==> src/rtl/irqc_cmd_pkg.sv <==
package irqc_cmd_pkg;

  typedef enum logic [2:0] {
    SQ_WAIT_MODE,
    SQ_WAIT_VBASE,
    SQ_WAIT_CASC,
    SQ_WAIT_EXT,
    SQ_READY
  } seq_e;

  // bit positions decoded in command and mode words
  localparam int unsigned B_EXT_REQ = 0;
  localparam int unsigned B_SINGLE  = 1;
  localparam int unsigned B_CLASS   = 3;
  localparam int unsigned B_INIT    = 4;
  localparam int unsigned B_EOI     = 5;
  localparam int unsigned B_SPEC    = 6;
  localparam int unsigned B_ROT     = 7;

  localparam logic [1:0] RDSEL_INSVC = 2'b11;

endpackage

==> src/rtl/irqc_init_seq.sv <==
module irqc_init_seq
  import irqc_cmd_pkg::*;
#(
  parameter int unsigned DW = 8
) (
  input  logic          clk,
  input  logic          rst_n,
  input  logic          cmd_wr,
  input  logic          dat_wr,
  input  logic [DW-1:0] wdata,
  output logic [DW-1:0] mode_q,
  output logic [DW-1:0] vbase_q,
  output logic [DW-1:0] casc_q,
  output logic [DW-1:0] ext_q,
  output logic          ready
);

  seq_e state_q, state_d;
  logic mode_en, vbase_en, casc_en, ext_en;
  logic is_mode;

  assign is_mode = cmd_wr && wdata[B_INIT];

  always_comb begin
    state_d  = state_q;
    mode_en  = 1'b0;
    vbase_en = 1'b0;
    casc_en  = 1'b0;
    ext_en   = 1'b0;
    if (is_mode) begin
      mode_en = 1'b1;
      state_d = SQ_WAIT_VBASE;
    end else if (dat_wr) begin
      case (state_q)
        SQ_WAIT_VBASE: begin
          vbase_en = 1'b1;
          if (!mode_q[B_SINGLE])      state_d = SQ_WAIT_CASC;
          else if (mode_q[B_EXT_REQ]) state_d = SQ_WAIT_EXT;
          else                        state_d = SQ_READY;
        end
        SQ_WAIT_CASC: begin
          casc_en = 1'b1;
          state_d = mode_q[B_EXT_REQ] ? SQ_WAIT_EXT : SQ_READY;
        end
        SQ_WAIT_EXT: begin
          ext_en  = 1'b1;
          state_d = SQ_READY;
        end
        default: state_d = state_q;
      endcase
    end
  end

  always_ff @(posedge clk or negedge rst_n) begin
    if (!rst_n) begin
      state_q <= SQ_WAIT_MODE;
      mode_q  <= '0;
      vbase_q <= '0;
      casc_q  <= '0;
      ext_q   <= '0;
    end else begin
      state_q <= state_d;
      if (mode_en)  mode_q  <= wdata;
      if (vbase_en) vbase_q <= wdata;
      if (casc_en)  casc_q  <= wdata;
      if (ext_en)   ext_q   <= wdata;
    end
  end

  assign ready = (state_q == SQ_READY);

  assert_mode_restart_R2: assert property (@(posedge clk) disable iff (!rst_n)
    is_mode |=> (state_q == SQ_WAIT_VBASE) && !ready);

  assert_ready_by_data_R5: assert property (@(posedge clk) disable iff (!rst_n)
    $rose(ready) |-> $past(dat_wr));

  assert_vbase_only_data_R3: assert property (@(posedge clk) disable iff (!rst_n)
    !dat_wr |=> $stable(vbase_q));

endmodule

==> src/rtl/irqc_opword_dec.sv <==
module irqc_opword_dec
  import irqc_cmd_pkg::*;
#(
  parameter int unsigned DW          = 8,
  parameter logic [1:0]  RDSEL_RESET = 2'b10,
  localparam int unsigned LVL_W      = $clog2(DW)
) (
  input  logic             clk,
  input  logic             rst_n,
  input  logic             cmd_wr,
  input  logic             ready,
  input  logic [DW-1:0]    wdata,
  output logic             eoi_spec,
  output logic             eoi_nonspec,
  output logic [LVL_W-1:0] eoi_level,
  output logic [1:0]       rdsel
);

  logic ow_wr, is_ow2, is_ow3;
  logic eoi_ok, spec_d, ns_d;

  assign ow_wr  = cmd_wr && ready && !wdata[B_INIT];
  assign is_ow2 = ow_wr && !wdata[B_CLASS];
  assign is_ow3 = ow_wr &&  wdata[B_CLASS];
  assign eoi_ok = is_ow2 && wdata[B_EOI] && !wdata[B_ROT];

  always_comb begin
    spec_d = eoi_ok &&  wdata[B_SPEC];
    ns_d   = eoi_ok && !wdata[B_SPEC];
  end

  always_ff @(posedge clk or negedge rst_n) begin
    if (!rst_n) begin
      eoi_spec    <= 1'b0;
      eoi_nonspec <= 1'b0;
      eoi_level   <= '0;
      rdsel       <= RDSEL_RESET;
    end else begin
      eoi_spec    <= spec_d;
      eoi_nonspec <= ns_d;
      if (spec_d) eoi_level <= wdata[LVL_W-1:0];
      if (is_ow3) rdsel     <= wdata[1:0];
    end
  end

  assert_eoi_exclusive_R8: assert property (@(posedge clk) disable iff (!rst_n)
    $onehot0({eoi_spec, eoi_nonspec}));

  assert_eoi_needs_ready_R7: assert property (@(posedge clk) disable iff (!rst_n)
    (eoi_spec || eoi_nonspec) |-> $past(cmd_wr && ready));

  assert_rdsel_hold_R9: assert property (@(posedge clk) disable iff (!rst_n)
    !(cmd_wr && ready) |=> $stable(rdsel));

endmodule

==> src/rtl/irqc_rd_path.sv <==
module irqc_rd_path
  import irqc_cmd_pkg::*;
#(
  parameter int unsigned DW = 8
) (
  input  logic          clk,
  input  logic          rst_n,
  input  logic          dat_wr,
  input  logic          ready,
  input  logic          rd,
  input  logic          addr,
  input  logic [1:0]    rdsel,
  input  logic [DW-1:0] wdata,
  input  logic [DW-1:0] req_reg,
  input  logic [DW-1:0] insvc_reg,
  output logic [DW-1:0] mask_q,
  output logic [DW-1:0] rdata_q
);

  logic [DW-1:0] rd_sel;
  logic          mask_en;

  assign mask_en = dat_wr && ready;

  always_comb begin
    if (addr)                      rd_sel = mask_q;
    else if (rdsel == RDSEL_INSVC) rd_sel = insvc_reg;
    else                           rd_sel = req_reg;
  end

  always_ff @(posedge clk or negedge rst_n) begin
    if (!rst_n) begin
      mask_q  <= '0;
      rdata_q <= '0;
    end else begin
      if (mask_en) mask_q  <= wdata;
      if (rd)      rdata_q <= rd_sel;
    end
  end

  assert_mask_hold_R6: assert property (@(posedge clk) disable iff (!rst_n)
    !(dat_wr && ready) |=> $stable(mask_q));

  assert_rdata_hold_R11: assert property (@(posedge clk) disable iff (!rst_n)
    !rd |=> $stable(rdata_q));

endmodule

==> src/rtl/irqc_cmd_front.sv <==
module irqc_cmd_front
  import irqc_cmd_pkg::*;
#(
  parameter int unsigned DW          = 8,
  parameter logic [1:0]  RDSEL_RESET = 2'b10,
  localparam int unsigned LVL_W      = $clog2(DW)
) (
  input  logic             clk,
  input  logic             rst_n,
  input  logic             bus_addr,
  input  logic             bus_wr,
  input  logic             bus_rd,
  input  logic [DW-1:0]    bus_wdata,
  output logic [DW-1:0]    bus_rdata,
  input  logic [DW-1:0]    req_reg_i,
  input  logic [DW-1:0]    insvc_reg_i,
  output logic [DW-1:0]    cfg_mode_o,
  output logic [DW-1:0]    cfg_vbase_o,
  output logic [DW-1:0]    cfg_cascade_o,
  output logic [DW-1:0]    cfg_ext_o,
  output logic [DW-1:0]    mask_o,
  output logic             eoi_spec_o,
  output logic             eoi_nonspec_o,
  output logic [LVL_W-1:0] eoi_level_o,
  output logic             ready_o
);

  logic       cmd_wr, dat_wr, ready;
  logic [1:0] rdsel;

  assign cmd_wr = bus_wr && !bus_addr;
  assign dat_wr = bus_wr &&  bus_addr;

  irqc_init_seq #(.DW(DW)) i_seq (
    .clk     (clk),
    .rst_n   (rst_n),
    .cmd_wr  (cmd_wr),
    .dat_wr  (dat_wr),
    .wdata   (bus_wdata),
    .mode_q  (cfg_mode_o),
    .vbase_q (cfg_vbase_o),
    .casc_q  (cfg_cascade_o),
    .ext_q   (cfg_ext_o),
    .ready   (ready)
  );

  irqc_opword_dec #(.DW(DW), .RDSEL_RESET(RDSEL_RESET)) i_dec (
    .clk         (clk),
    .rst_n       (rst_n),
    .cmd_wr      (cmd_wr),
    .ready       (ready),
    .wdata       (bus_wdata),
    .eoi_spec    (eoi_spec_o),
    .eoi_nonspec (eoi_nonspec_o),
    .eoi_level   (eoi_level_o),
    .rdsel       (rdsel)
  );

  irqc_rd_path #(.DW(DW)) i_rd (
    .clk       (clk),
    .rst_n     (rst_n),
    .dat_wr    (dat_wr),
    .ready     (ready),
    .rd        (bus_rd),
    .addr      (bus_addr),
    .rdsel     (rdsel),
    .wdata     (bus_wdata),
    .req_reg   (req_reg_i),
    .insvc_reg (insvc_reg_i),
    .mask_q    (mask_o),
    .rdata_q   (bus_rdata)
  );

  assign ready_o = ready;

  assert_no_pulse_in_init_R10: assert property (@(posedge clk) disable iff (!rst_n)
    (cmd_wr && !ready && !bus_wdata[B_INIT]) |=> !eoi_spec_o && !eoi_nonspec_o && !ready_o);

endmodule

==> config.mk <==
export PLATFORM = sky130hd
export DESIGN_NAME = irqc_cmd_front
export DESIGN_NICKNAME = d
export VERILOG_FILES = /design/src/rtl/irqc_cmd_pkg.sv /design/src/rtl/irqc_init_seq.sv /design/src/rtl/irqc_opword_dec.sv /design/src/rtl/irqc_rd_path.sv /design/src/rtl/irqc_cmd_front.sv
export SDC_FILE = /design/constraint.sdc
export NUM_CORES = 1
export LEC_CHECK = 0
export ABC_AREA = 1
export BUFFER_PORTS_ARGS = -buffer_cell sky130_fd_sc_hd__buf_2
export CORE_MARGIN = 2
export CORE_UTILIZATION = 30
export CTS_BUF_LIST = sky130_fd_sc_hd__clkbuf_8
export CTS_CLUSTER_DIAMETER = 30
export DETAILED_ROUTE_END_ITERATION = 8
export MAX_ROUTING_LAYER = met4
export PLACE_DENSITY = 0.55
export SLEW_MARGIN = 30
export SYNTH_ARGS = -nofsm -noshare
export SYNTH_HDL_FRONTEND = slang
export SYNTH_SLANG_ARGS = --single-unit
==> constraint.sdc <==
create_clock -name clk -period 3.3 [get_ports clk]
set_input_delay 0.66 -clock clk [delete_from_list [all_inputs] [get_ports clk]]
set_output_delay 0.66 -clock clk [all_outputs]
set_load 0.03 [all_outputs]
# Word-level counts from Yosys, hierarchy flattened
# Cells that the tools add are included.
# Widths: inputs -> output; s select.
totals:
  register_bits: 58
  out_inout_bits: 54
  romBits: 0
  input_bits: 29
  mem_bits_rw: 0
  latchBits: 0
  memories: 0
op_classes:
  div: 0
  order_cmp: 0
  muxes: 17
  n_eq_ne: 5
  multipliers: 0
  shift: 0
  reduce_logical: 20
  bitwise_logic: 0
  add_sub_neg: 0
ops:
  columns: ["operator", "n"]
  rows:
  - ["$mux 8", 2]
  - ["$logic_and 1x1->1", 12]
  - ["$mux 3", 4]
  - ["$mux 1", 10]
  - ["$pmux 3 s3", 1]
  - ["$eq 3x2->1 const B", 2]
  - ["$logic_not 1->1", 5]
  - ["$reduce_bool 4->1", 1]
  - ["$eq 3x1->1 const B", 1]
  - ["$eq 3x3->1 const B", 1]
  - ["$eq 2x2->1 const B", 1]
  - ["$reduce_and 2->1", 1]
  - ["$reduce_bool 2->1", 1]

# Depth between registers and ports, before layout
# Gate-level depths: netlist (run 1).
depth:
  depth_word: 8
  mapped_depth: 7

# By module
# Synthesis (run 1) repeated with hierarchy kept, for this count alone.
hier_totals:
  hier_cells: 316
  hier_area_um2: 2690.1
modules_own_cells:
  columns: ["mod", "area_per_inst_um2", "cells_per_inst", "seq_area_each_um2", "instances"]
  rows:
  - ["irqc_init_seq", 1524.0, 171, 875.8, 1]
  - ["irqc_rd_path", 844.6, 109, 400.4, 1]
  - ["irqc_opword_dec", 304.0, 32, 176.4, 1]
  - ["irqc_cmd_front", 17.5, 4, 0.0, 1]

# Least setup slack after synthesis (run 1)
# No wires, ideal clock.
synth_timing:
  path_kind: "input to register"
  from: "in bus_addr"
  to: "reg i_seq.vbase_q[5]"
  arrival_ns: 1.401
  n_path_buf: 2
  slack_ns: 1.773
  stages: 7
  path_cell_list: "buf_4 > nand2_2 > inv_6 > nand4_4 > buf_2 > nand2_1 > o21ai_1"
synth_via:
  elab_chain_cells: 4
synth_rtl:
  columns: ["item", "line_no", "source"]
  rows:
  - ["start, declared", "irqc_cmd_front.sv:10", "input logic bus_addr,"]
  - ["$logic_not 1->1", "irqc_cmd_front.sv:31", "assign cmd_wr = bus_wr && !bus_addr;"]
  - ["$logic_and 1x1->1", "irqc_cmd_front.sv:31", null]
  - ["$logic_and 1x1->1", "irqc_init_seq.sv:22", "assign is_mode = cmd_wr && wdata[B_INIT];"]
  - ["$mux 1 *", "irqc_init_seq.sv:30", "if (is_mode) begin"]
  - ["end signal, assigned", "irqc_init_seq.sv:64", "if (vbase_en) vbase_q <= wdata;"]
  - ["end, declared", "irqc_init_seq.sv:12", "output logic [DW-1:0] vbase_q,"]
# Every way passes the cells marked *; elsewhere a longest branch is shown, timed or not.
# A chain may end at the register's enable or synchronous reset.

# Final worst setup path (run 1)
layout_timing:
  from: "reg i_seq.state_q[0]"
  to: "out ready_o"
layout_via:
  elab_chain_cells: 1
layout_rtl:
  columns: ["item", "line_no", "source"]
  rows:
  - ["start, declared", "irqc_init_seq.sv:18", "seq_e state_q, state_d;"]
  - ["start signal, assigned", "irqc_init_seq.sv:62", "state_q <= state_d;"]
  - ["$eq 3x3->1", "irqc_init_seq.sv:70", "assign ready = (state_q == SQ_READY);"]
  - ["end, declared", "irqc_cmd_front.sv:25", "output logic ready_o"]
# No other way between the ends.

==> results of run 1 <==
-- worst max-delay path, cell delays in order, from the launching register on --
cell and delay, ns:
dfrtp_1 0.50, nor2_4 0.20, nand2_4 0.08, inv_4 0.09, buf_2 0.20
-- final cells by class --
class	instances	area (µm²)
multi-input cells	168	910.9
clock inverters	6	90.09
fillers	861	4971
inverters	26	105.1
repair buffers	83	417.9
flip-flops and latches	58	1453
well taps	105	131.4
clock buffers	10	137.6
-- final timing paths --
check / endpoint / slack, ns / startpoint / cells past startpoint
worst max-delay path: ready_o / 1.25 / i_seq.state_q[0] / 4
worst min-delay path: i_rd.rdata_q[3] / 0.45 / rst_n / 2
worst max register to register: i_seq.casc_q[4] / 1.91 / i_seq.state_q[2] / 6
worst min register to register: i_seq.mode_q[4] / 0.46 / i_seq.mode_q[4] / 2
max in group asynchronous: i_dec.eoi_level[1] / 2.34 / rst_n / 2
min in group clk: i_seq.mode_q[4] / 0.46 / i_seq.mode_q[4] / 2
-- registers in the layout, indices dropped and copies added (netlist names) --
signal / cells
i_dec.eoi_nonspec: 1
i_dec.rdsel: 2
i_dec.eoi_spec: 1
i_dec.eoi_level: 3
i_rd.mask_q: 8
i_seq.state_q: 3
i_seq.casc_q: 8
i_seq.ext_q: 8
i_rd.rdata_q: 8
i_seq.vbase_q: 8
i_seq.mode_q: 8
-- cell usage in the layout (no fill, tap or decap), types with 3 or more instances in the layout --
master    synthesis  routed
clkbuf_8          0      10
o21ai_1          18      18
dfrtp_1          57      57
nand2_2           6       6
o21ai_0           9       9
buf_2             5      82
o21ai_2          16      16
inv_1            22      22
a21oi_1          16      16
nor2_1           10      10
o211ai_1          8       8
nand3_1           7       7
nand2_1          65      65
nand4_1           3       3
-- metal layers --
| layer | vias up | share of wire |
|---|---|---|
| li1 | 1032 | - |
| met1 | 937 | 0.47 |
| met2 | 39 | 0.48 |
| met3 | 8 | 0.036 |
| met4 | 0 | 0.016 |
| met5 | - | 0 |
-- kinds of logic after synthesis --
| group | after synthesis |
|---|---|
| simple gates | 101 |
| compound gates | 67 |
| flops | 58 |
| buf+inv | 35 |
-- power by group through the flow --
stage	registers (W)	clock network, W	logic [W]
after floorplan	0.00157	0	0.000401
after global placement	0.00115	0	0.00116
after detailed placement	0.00115	0	0.00117
after CTS	0.00114	0.000759	0.00117
after global routing	0.00117	0.000797	0.00126
final	0.00114	0.000741	0.00116
-- stage by stage --
stage | utilization | std cells
finish | 0.3950 | 456
global route | 0.3950 | 456
CTS | 0.3950 | 456
detailed placement | 0.3673 | 440
global placement | 0.3673 | 440
floorplan | - | 261
==> impl_metrics.ini, run 1 <==
[logic_synthesis]
synth_mux_area_frac = 0
synth_fa_ha_area_frac = 0
yosysMostFrequentCell = nand2_1
synth_edf_count = 0
synth_nets = 290
avgSynthCellArea_um2 = 9.698
synth-compound-area-share = 0.1641
synth_top_area_share = 0.5635
synth_top_family_by_area = simple AND/OR/NAND/NOR gates
synth_common_cells = 65 x nand2_1, 57 x dfrtp_1, 22 x inv_1
synth-xor-area-share = 0
ys_seq_elements = 58
synth_area_leader_cell = dfrtp_1
synth_ff_type = dfrtp_1
async_reset_ff_frac = 1.000
ys_warn_count = 0
mappedNetlistArea_mm2 = 0.002531
synthSimpleGateAreaFrac = 0.1957
syn-instance-count = 261
synth_cell_type_count = 28
yosysSeqAreaShare = 0.5739
synth_area_leaders = dfrtp_1 56%, nand2_1 9.6%, o21ai_2 5.5%

[clock_tree]
clk_path_buf_depth = 2
ctsHoldBuffers = 0
clk_latency_ns = 0.33
postCtsSetupRepairBufs = 0
htreeDepth = 3
clk_pin_slew_ns = 0.08
cts_tree = yes
cts_buffers = 9
cts_sinks = 58
root_buffer = clkbuf_8
cts.repair.resized = 0

[pwr]
switchingPower_w = 0.001285
intPower_w = 0.001751
finalPower_w = 0.003036
clock_power_share = 0.244
powerDensity_mw_per_mm2 = 935.3
seqPwrFrac = 0.375
cellLeakagePower_nw = 1.719
comb_power_share = 0.381
swShare = 0.4233
max-vdd-ir-drop_v = 0.0005018

[worst_setup_path]
cp-start-kind = register
path_class = reg2out
crit_fanout = 6
required_ns = 2.64
endpoint_kind = output port
worstPathArrival_ns = 1.39

[floorplanning]
start_util = 0.3081
ios = 83
die_h_um = 95.86
core.rowCount = 33
die_width_um = 95.86
core_mm2 = 0.008217
dieArea_mm2 = 0.009188

[placement]
place.gp.congestion = 0.7700
portBuffers = 82
dpl_cell_area_mm2 = 0.003018
dpl.hpwl_mm = 4.598
dp_slack_ns = 1.292

[detailed_routing]
routed_wl_mm = 6.218
viasPerCell = 4.421
ant_nets = 0
wl_per_cell_um = 13.64
drcViolationCount = 0
drt_iter0_drc = 117
drtPass1Iterations = 4
vias = 2016

[timing]
timing.setup.tns_ns = 0
clock.fmax_mhz = 487.8
min_period_ns = 2.050
finalCritPeriodShare = 0.6212
setup_viol = 0
worst_slew_pin_slew_ns = 0.7410
drv_slew = 0
max_slew_margin = 0.5060
finalWorstSetupSlack_ns = 1.250
whs_ns = 0.4475
skew_ns = 0.01425
hold_viol = 0
rsz0062_at_grt = no

[cells_and_area]
n_antenna_cell = 0
final_area_mm2 = 0.003246
syn_to_final_growth_pct = 28.23
fin_nets = 375
drive_gt1_frac = 0.3818

[global_routing]
top_usage_layer = met2
grtUsageMet3 = 0.02897
grt_remaining_overflow = 0
antenna_found_initial = 0
grtUsageMet1 = 0.1954
grt_use_met2 = 0.2214
grt_pass1_vias = 1895
grt_max_degree = 59
grt_pass1_wl_mm = 9.742
track_usage = 0.1483

[worst_hold_path]
hold_path.class = in2async

[job]
max_cap_violations = 0

[run_status]
outcome = finished, final reports clean
(Power assumes the default switching activity.)
==> inputs of run 2 (changes only) <==
--- a/config.mk
+++ b/config.mk
@@ -13,7 +13,7 @@
 export CTS_CLUSTER_DIAMETER = 30
 export DETAILED_ROUTE_END_ITERATION = 8
 export MAX_ROUTING_LAYER = met4
-export PLACE_DENSITY = 0.55
+export PLACE_DENSITY = 0.57
 export SLEW_MARGIN = 30
 export SYNTH_ARGS = -nofsm -noshare
 export SYNTH_HDL_FRONTEND = slang
==> constraint.sdc (replaced) <==
create_clock -name clk -period 1.8 [get_ports clk]
set_input_delay 0.36 -clock clk [delete_from_list [all_inputs] [get_ports clk]]
set_output_delay 0.36 -clock clk [all_outputs]
set_load 0.03 [all_outputs]
==> impl_metrics.ini, run 2 (synthesized netlist as in run 1, its figures left out) <==
[detailed_routing]
drcViolationCount = 0
routed_wl_mm = 6.527
drtPass1Iterations = 4
ant_nets = 0
vias = 2105
viasPerCell = 4.556
drt_iter0_drc = 161
wl_per_cell_um = 14.13

[worst_setup_path]
worstPathCellList = nor2_4, nand2_4, inv_4, buf_2
crit_cells = 4
required_ns = 1.44
r2r-end = i_seq.casc_q[4]
worstPathArrival_ns = 1.35
crit_fanout = 5
crit_path_end = ready_o
reg2reg_slack_ns = 0.43
slowest_delay_ns = 0.48
critPathTopFamily = flip-flops
crit_start = i_seq.state_q[1]
r2r_cells = 6
cp-start-kind = register
endpoint_kind = output port
crit_slowest_cell = dfrtp_1
path_class = reg2out
r2r-start = i_seq.state_q[2]
worst-path-buf-inv = 2

[timing]
worst_slew_pin_slew_ns = 0.4792
timing.setup.tns_ns = 0
setup_viol = 0
hold_viol = 0
min_period_ns = 1.710
drv_slew = 0
finalCritPeriodShare = 0.9501
max_slew_margin = 0.6797
whs_ns = 0.2769
clock.fmax_mhz = 584.7
rsz0062_at_grt = no
skew_ns = 0.007899

[global_routing]
grt_max_degree = 31
grt_remaining_overflow = 0
track_usage = 0.1560
grt_pass1_wl_mm = 10.28
grt_pass1_vias = 2033
antenna_found_initial = 0

[floorplanning]
ios = 83
core.rowCount = 33
die_width_um = 95.86
dieArea_mm2 = 0.009188
die_h_um = 95.86
core_mm2 = 0.008217
start_util = 0.3081

[cells_and_area]
drive_gt1_frac = 0.3894
syn_to_final_growth_pct = 29.81
final_common_cell = buf_2
most-common-layout-cells = 82 x buf_2, 65 x nand2_1, 56 x dfrtp_1
fin_nets = 381
fillers = 848
n_antenna_cell = 0

[placement]
portBuffers = 82
dpl.hpwl_mm = 4.719
place.gp.congestion = 0.7631

[pwr]
cellLeakagePower_nw = 1.747
max-vdd-ir-drop_v = 0.0007261
powerDensity_mw_per_mm2 = 1695

[job]
max_cap_violations = 0

[worst_hold_path]
hold_path.class = in2reg

[clock_tree]
htreeDepth = 3
clk_pin_slew_ns = 0.06
root_buffer = clkbuf_8
cts_tree = yes
cts_buffers = 9
clk_path_buf_depth = 2
cts_sinks = 58
clk_latency_ns = 0.34

[run_status]
outcome = finished, final reports clean
## run 2: cell count changes in the layout (fill, tap and decap cells not counted)
| cell | change |
|---|---|
| dfrtp_1 | -1 |
| dlygate4sd3_1 | +1 |
| buf_4 | +5 |
| clkinv_4 | -2 |
| inv_1 | +1 |
| dfrtp_2 | +1 |
| clkinv_2 | +1 |
## run 2: area by class of cell
class	instances	area, µm²	area share
sequential	58	1454	0.4425
multi-input combinational	168	910.9	0.2772
timing repair buffer	89	465.4	0.1417
clock buffer	10	137.6	0.04189
tap	105	131.4	0.03998
inverter	26	105.1	0.03199
clock inverter	6	81.33	0.02475
## run 2: what timing repair did
action / 4_1_cts / 5_1_grt
setup endpoints to repair: 1 / 1
gates resized for setup: 1 / 0
buffers inserted: 0 / 1
hold buffers: 1 / 0
gates cloned: 0 / 0
hold endpoints to repair: 1 / 0
## run 2: layer usage
layer | global-route usage | vias to the layer above | wire length, µm
li1 | - | 1041 | -
met1 | 0.2037 | 1009 | 3043
met2 | 0.2314 | 45 | 3106
met3 | 0.03289 | 10 | 262
met4 | 0.07500 | 0 | 115
met5 | - | - | 0
## run 2: worst register-to-register path: stages, from the launching register on
cell and delay (ns):
dfrtp_1 0.44, inv_2 0.16, nand2_2 0.09, nor2_2 0.12
nand2_2 0.23, nand2_1 0.15, o21ai_2 0.06
## run 2: worst min path at each step
stage | cells after the start | slack [ns] | endpoint | from
2_1_floorplan | 0 | 0.06 | i_dec.eoi_level[0] | rst_n
3_3_place_gp | 1 | 0.15 | i_rd.rdata_q[3] | rst_n
3_5_place_dp | 1 | 0.15 | i_rd.rdata_q[3] | rst_n
4_1_cts | 2 | 0.25 | i_dec.eoi_nonspec | bus_wdata[6]
5_1_grt | 2 | 0.27 | i_dec.eoi_nonspec | bus_wdata[6]
6_report | 2 | 0.28 | i_dec.eoi_nonspec | bus_wdata[6]
## run 2: where the power goes
| group | internal, W | switching (W) |
|---|---|---|
| sequential | 0.00176 | 0.000311 |
| clock | 0.000807 | 0.000521 |
| combinational | 0.000652 | 0.00152 |
## run 2: through the flow
stage / power (W) / setup slack (ns) / std cells / instance area [µm²] / utilization
after floorplan: 0.003606 / 0.5056 / 261 / 2531 / -
after global placement: 0.004232 / 0.3903 / 444 / 3048 / 0.3709
after detailed placement: 0.004267 / 0.3778 / 444 / 3048 / 0.3709
after CTS: 0.005628 / 0.04062 / 461 / 3278 / 0.3990
after global routing: 0.005919 / 0.01991 / 462 / 3286 / 0.3999
final: 0.005568 / 0.08987 / 462 / 3286 / 0.3999
==> inputs of run 3 (changes only) <==
--- a/config.mk
+++ b/config.mk
@@ -13,8 +13,7 @@
 export CTS_CLUSTER_DIAMETER = 30
 export DETAILED_ROUTE_END_ITERATION = 8
 export MAX_ROUTING_LAYER = met4
-export PLACE_DENSITY = 0.57
-export SLEW_MARGIN = 30
+export PLACE_DENSITY = 0.55
 export SYNTH_ARGS = -nofsm -noshare
 export SYNTH_HDL_FRONTEND = slang
 export SYNTH_SLANG_ARGS = --single-unit
==> constraint.sdc (replaced) <==
create_clock -name clk -period 2.2 [get_ports clk]
set_input_delay 0.44 -clock clk [delete_from_list [all_inputs] [get_ports clk]]
set_output_delay 0.44 -clock clk [all_outputs]
set_load 0.03 [all_outputs]
==> impl_metrics.ini, run 3 (synthesized netlist as in run 1, its figures left out) <==
[clock_tree]
clk_latency_ns = 0.33
htreeDepth = 3
ctsHoldBuffers = 0
root_buffer = clkbuf_8
clk_path_buf_depth = 2
postCtsSetupRepairBufs = 0
clk_pin_slew_ns = 0.07
cts_tree = yes
cts.repair.resized = 0
cts_buffers = 9
cts_sinks = 58

[detailed_routing]
wl_per_cell_um = 14.16
viasPerCell = 4.445
ant_nets = 0
drcViolationCount = 0
routed_wl_mm = 6.484
drtPass1Iterations = 6
vias = 2036
drt_iter0_drc = 98

[timing]
finalCritPeriodShare = 0.8409
skew_ns = 0.005811
worst_slew_pin_slew_ns = 0.5794
timing.setup.tns_ns = 0
finalWorstSetupSlack_ns = 0.3500
max_slew_margin = 0.6108
clock.fmax_mhz = 540.5
setup_viol = 0
drv_slew = 0
rsz0062_at_grt = no
whs_ns = 0.09709
hold_viol = 0
min_period_ns = 1.850

[cells_and_area]
fin_nets = 377
final_common_cell = buf_2
most-common-layout-cells = 82 x buf_2, 65 x nand2_1, 57 x dfrtp_1
syn_to_final_growth_pct = 30.25
fillers = 830
drive_gt1_frac = 0.3853
n_antenna_cell = 0

[worst_setup_path]
required_ns = 1.76
r2r_cells = 6
crit_path_end = ready_o
cp-start-kind = register
reg2reg_slack_ns = 0.83
r2r-start = i_seq.state_q[2]
worstPathArrival_ns = 1.41
r2r-end = i_seq.casc_q[3]
endpoint_kind = output port
crit_start = i_seq.state_q[0]
crit_fanout = 6
path_class = reg2out

[pwr]
clock_power_share = 0.261
max-vdd-ir-drop_v = 0.0006175
intPower_w = 0.002772
switchingPower_w = 0.001918
powerDensity_mw_per_mm2 = 1423
cellLeakagePower_nw = 1.750
finalPower_w = 0.004690
swShare = 0.4090
seqPwrFrac = 0.366
comb_power_share = 0.373

[global_routing]
grt_pass1_vias = 1880
track_usage = 0.1513
grt_pass1_wl_mm = 9.701
grt_max_degree = 24
antenna_found_initial = 0
grt_remaining_overflow = 0

[floorplanning]
core.rowCount = 33
ios = 83
start_util = 0.3081
die_width_um = 95.86
dieArea_mm2 = 0.009188
core_mm2 = 0.008217
die_h_um = 95.86

[worst_hold_path]
hold_path.class = in2async

[job]
max_cap_violations = 0

[placement]
dp_slack_ns = 0.6158
place.gp.congestion = 0.7852
portBuffers = 82
dpl.hpwl_mm = 4.869

[run_status]
outcome = finished, final reports clean
## run 3: metal layers
metal,GRT usage,vias to the layer above,share of wire
met4,0.07143,0,0.014
met2,0.2290,45,0.48
li1,-,1037,-
met3,0.03446,8,0.048
met5,-,-,0
met1,0.1926,946,0.45
## run 3: worst max-delay path, stage by stage (launching register included)
cell     delay (ns)
dfrtp_1        0.50
nor2_4         0.20
nand2_4        0.08
inv_4          0.09
buf_2          0.20
## run 3: how the worst min path moves through the flow
stage / from / endpoint / slack, ns / depth (start not counted)
floorplan: rst_n / i_dec.eoi_level[0] / 0.14 / 0
global placement: i_seq.mode_q[4] / i_seq.mode_q[4] / 0.44 / 2
detailed placement: i_seq.mode_q[4] / i_seq.mode_q[4] / 0.45 / 2
CTS: rst_n / i_rd.rdata_q[5] / 0.11 / 1
global route: rst_n / i_rd.rdata_q[5] / 0.13 / 1
finish: rst_n / i_rd.rdata_q[2] / 0.1 / 1
## run 3: cell type report
cell class	count	area, µm²	area share
Timing Repair Buffer	85	445.4	0.1351
Sequential cell	58	1453	0.4406
Tap cell	105	131.4	0.03985
Clock buffer	11	151.4	0.04592
Clock inverter	5	100.1	0.03036
Multi-Input combinational cell	168	910.9	0.2763
Inverter	26	105.1	0.03188
## run 3: power groups by stage
| stage | Sequential, W | Clock, W | Combinational [W] |
|---|---|---|---|
| 2_1_floorplan | 0.00235 | 0 | 0.000601 |
| 3_3_place_gp | 0.00173 | 0 | 0.00175 |
| 3_5_place_dp | 0.00173 | 0 | 0.00178 |
| 4_1_cts | 0.00172 | 0.00126 | 0.00178 |
| 5_1_grt | 0.00176 | 0.00131 | 0.00191 |
| 6_report | 0.00171 | 0.00123 | 0.00175 |
## run 3: per-stage QoR
| step | area (µm²) | util | std cells |
|---|---|---|---|
| after detailed placement | 3045 | 0.3706 | 442 |
| after floorplan | 2531 | - | 261 |
| after global routing | 3297 | 0.4012 | 458 |
| final | 3297 | 0.4012 | 458 |
| after CTS | 3297 | 0.4012 | 458 |
| after global placement | 3045 | 0.3706 | 442 |
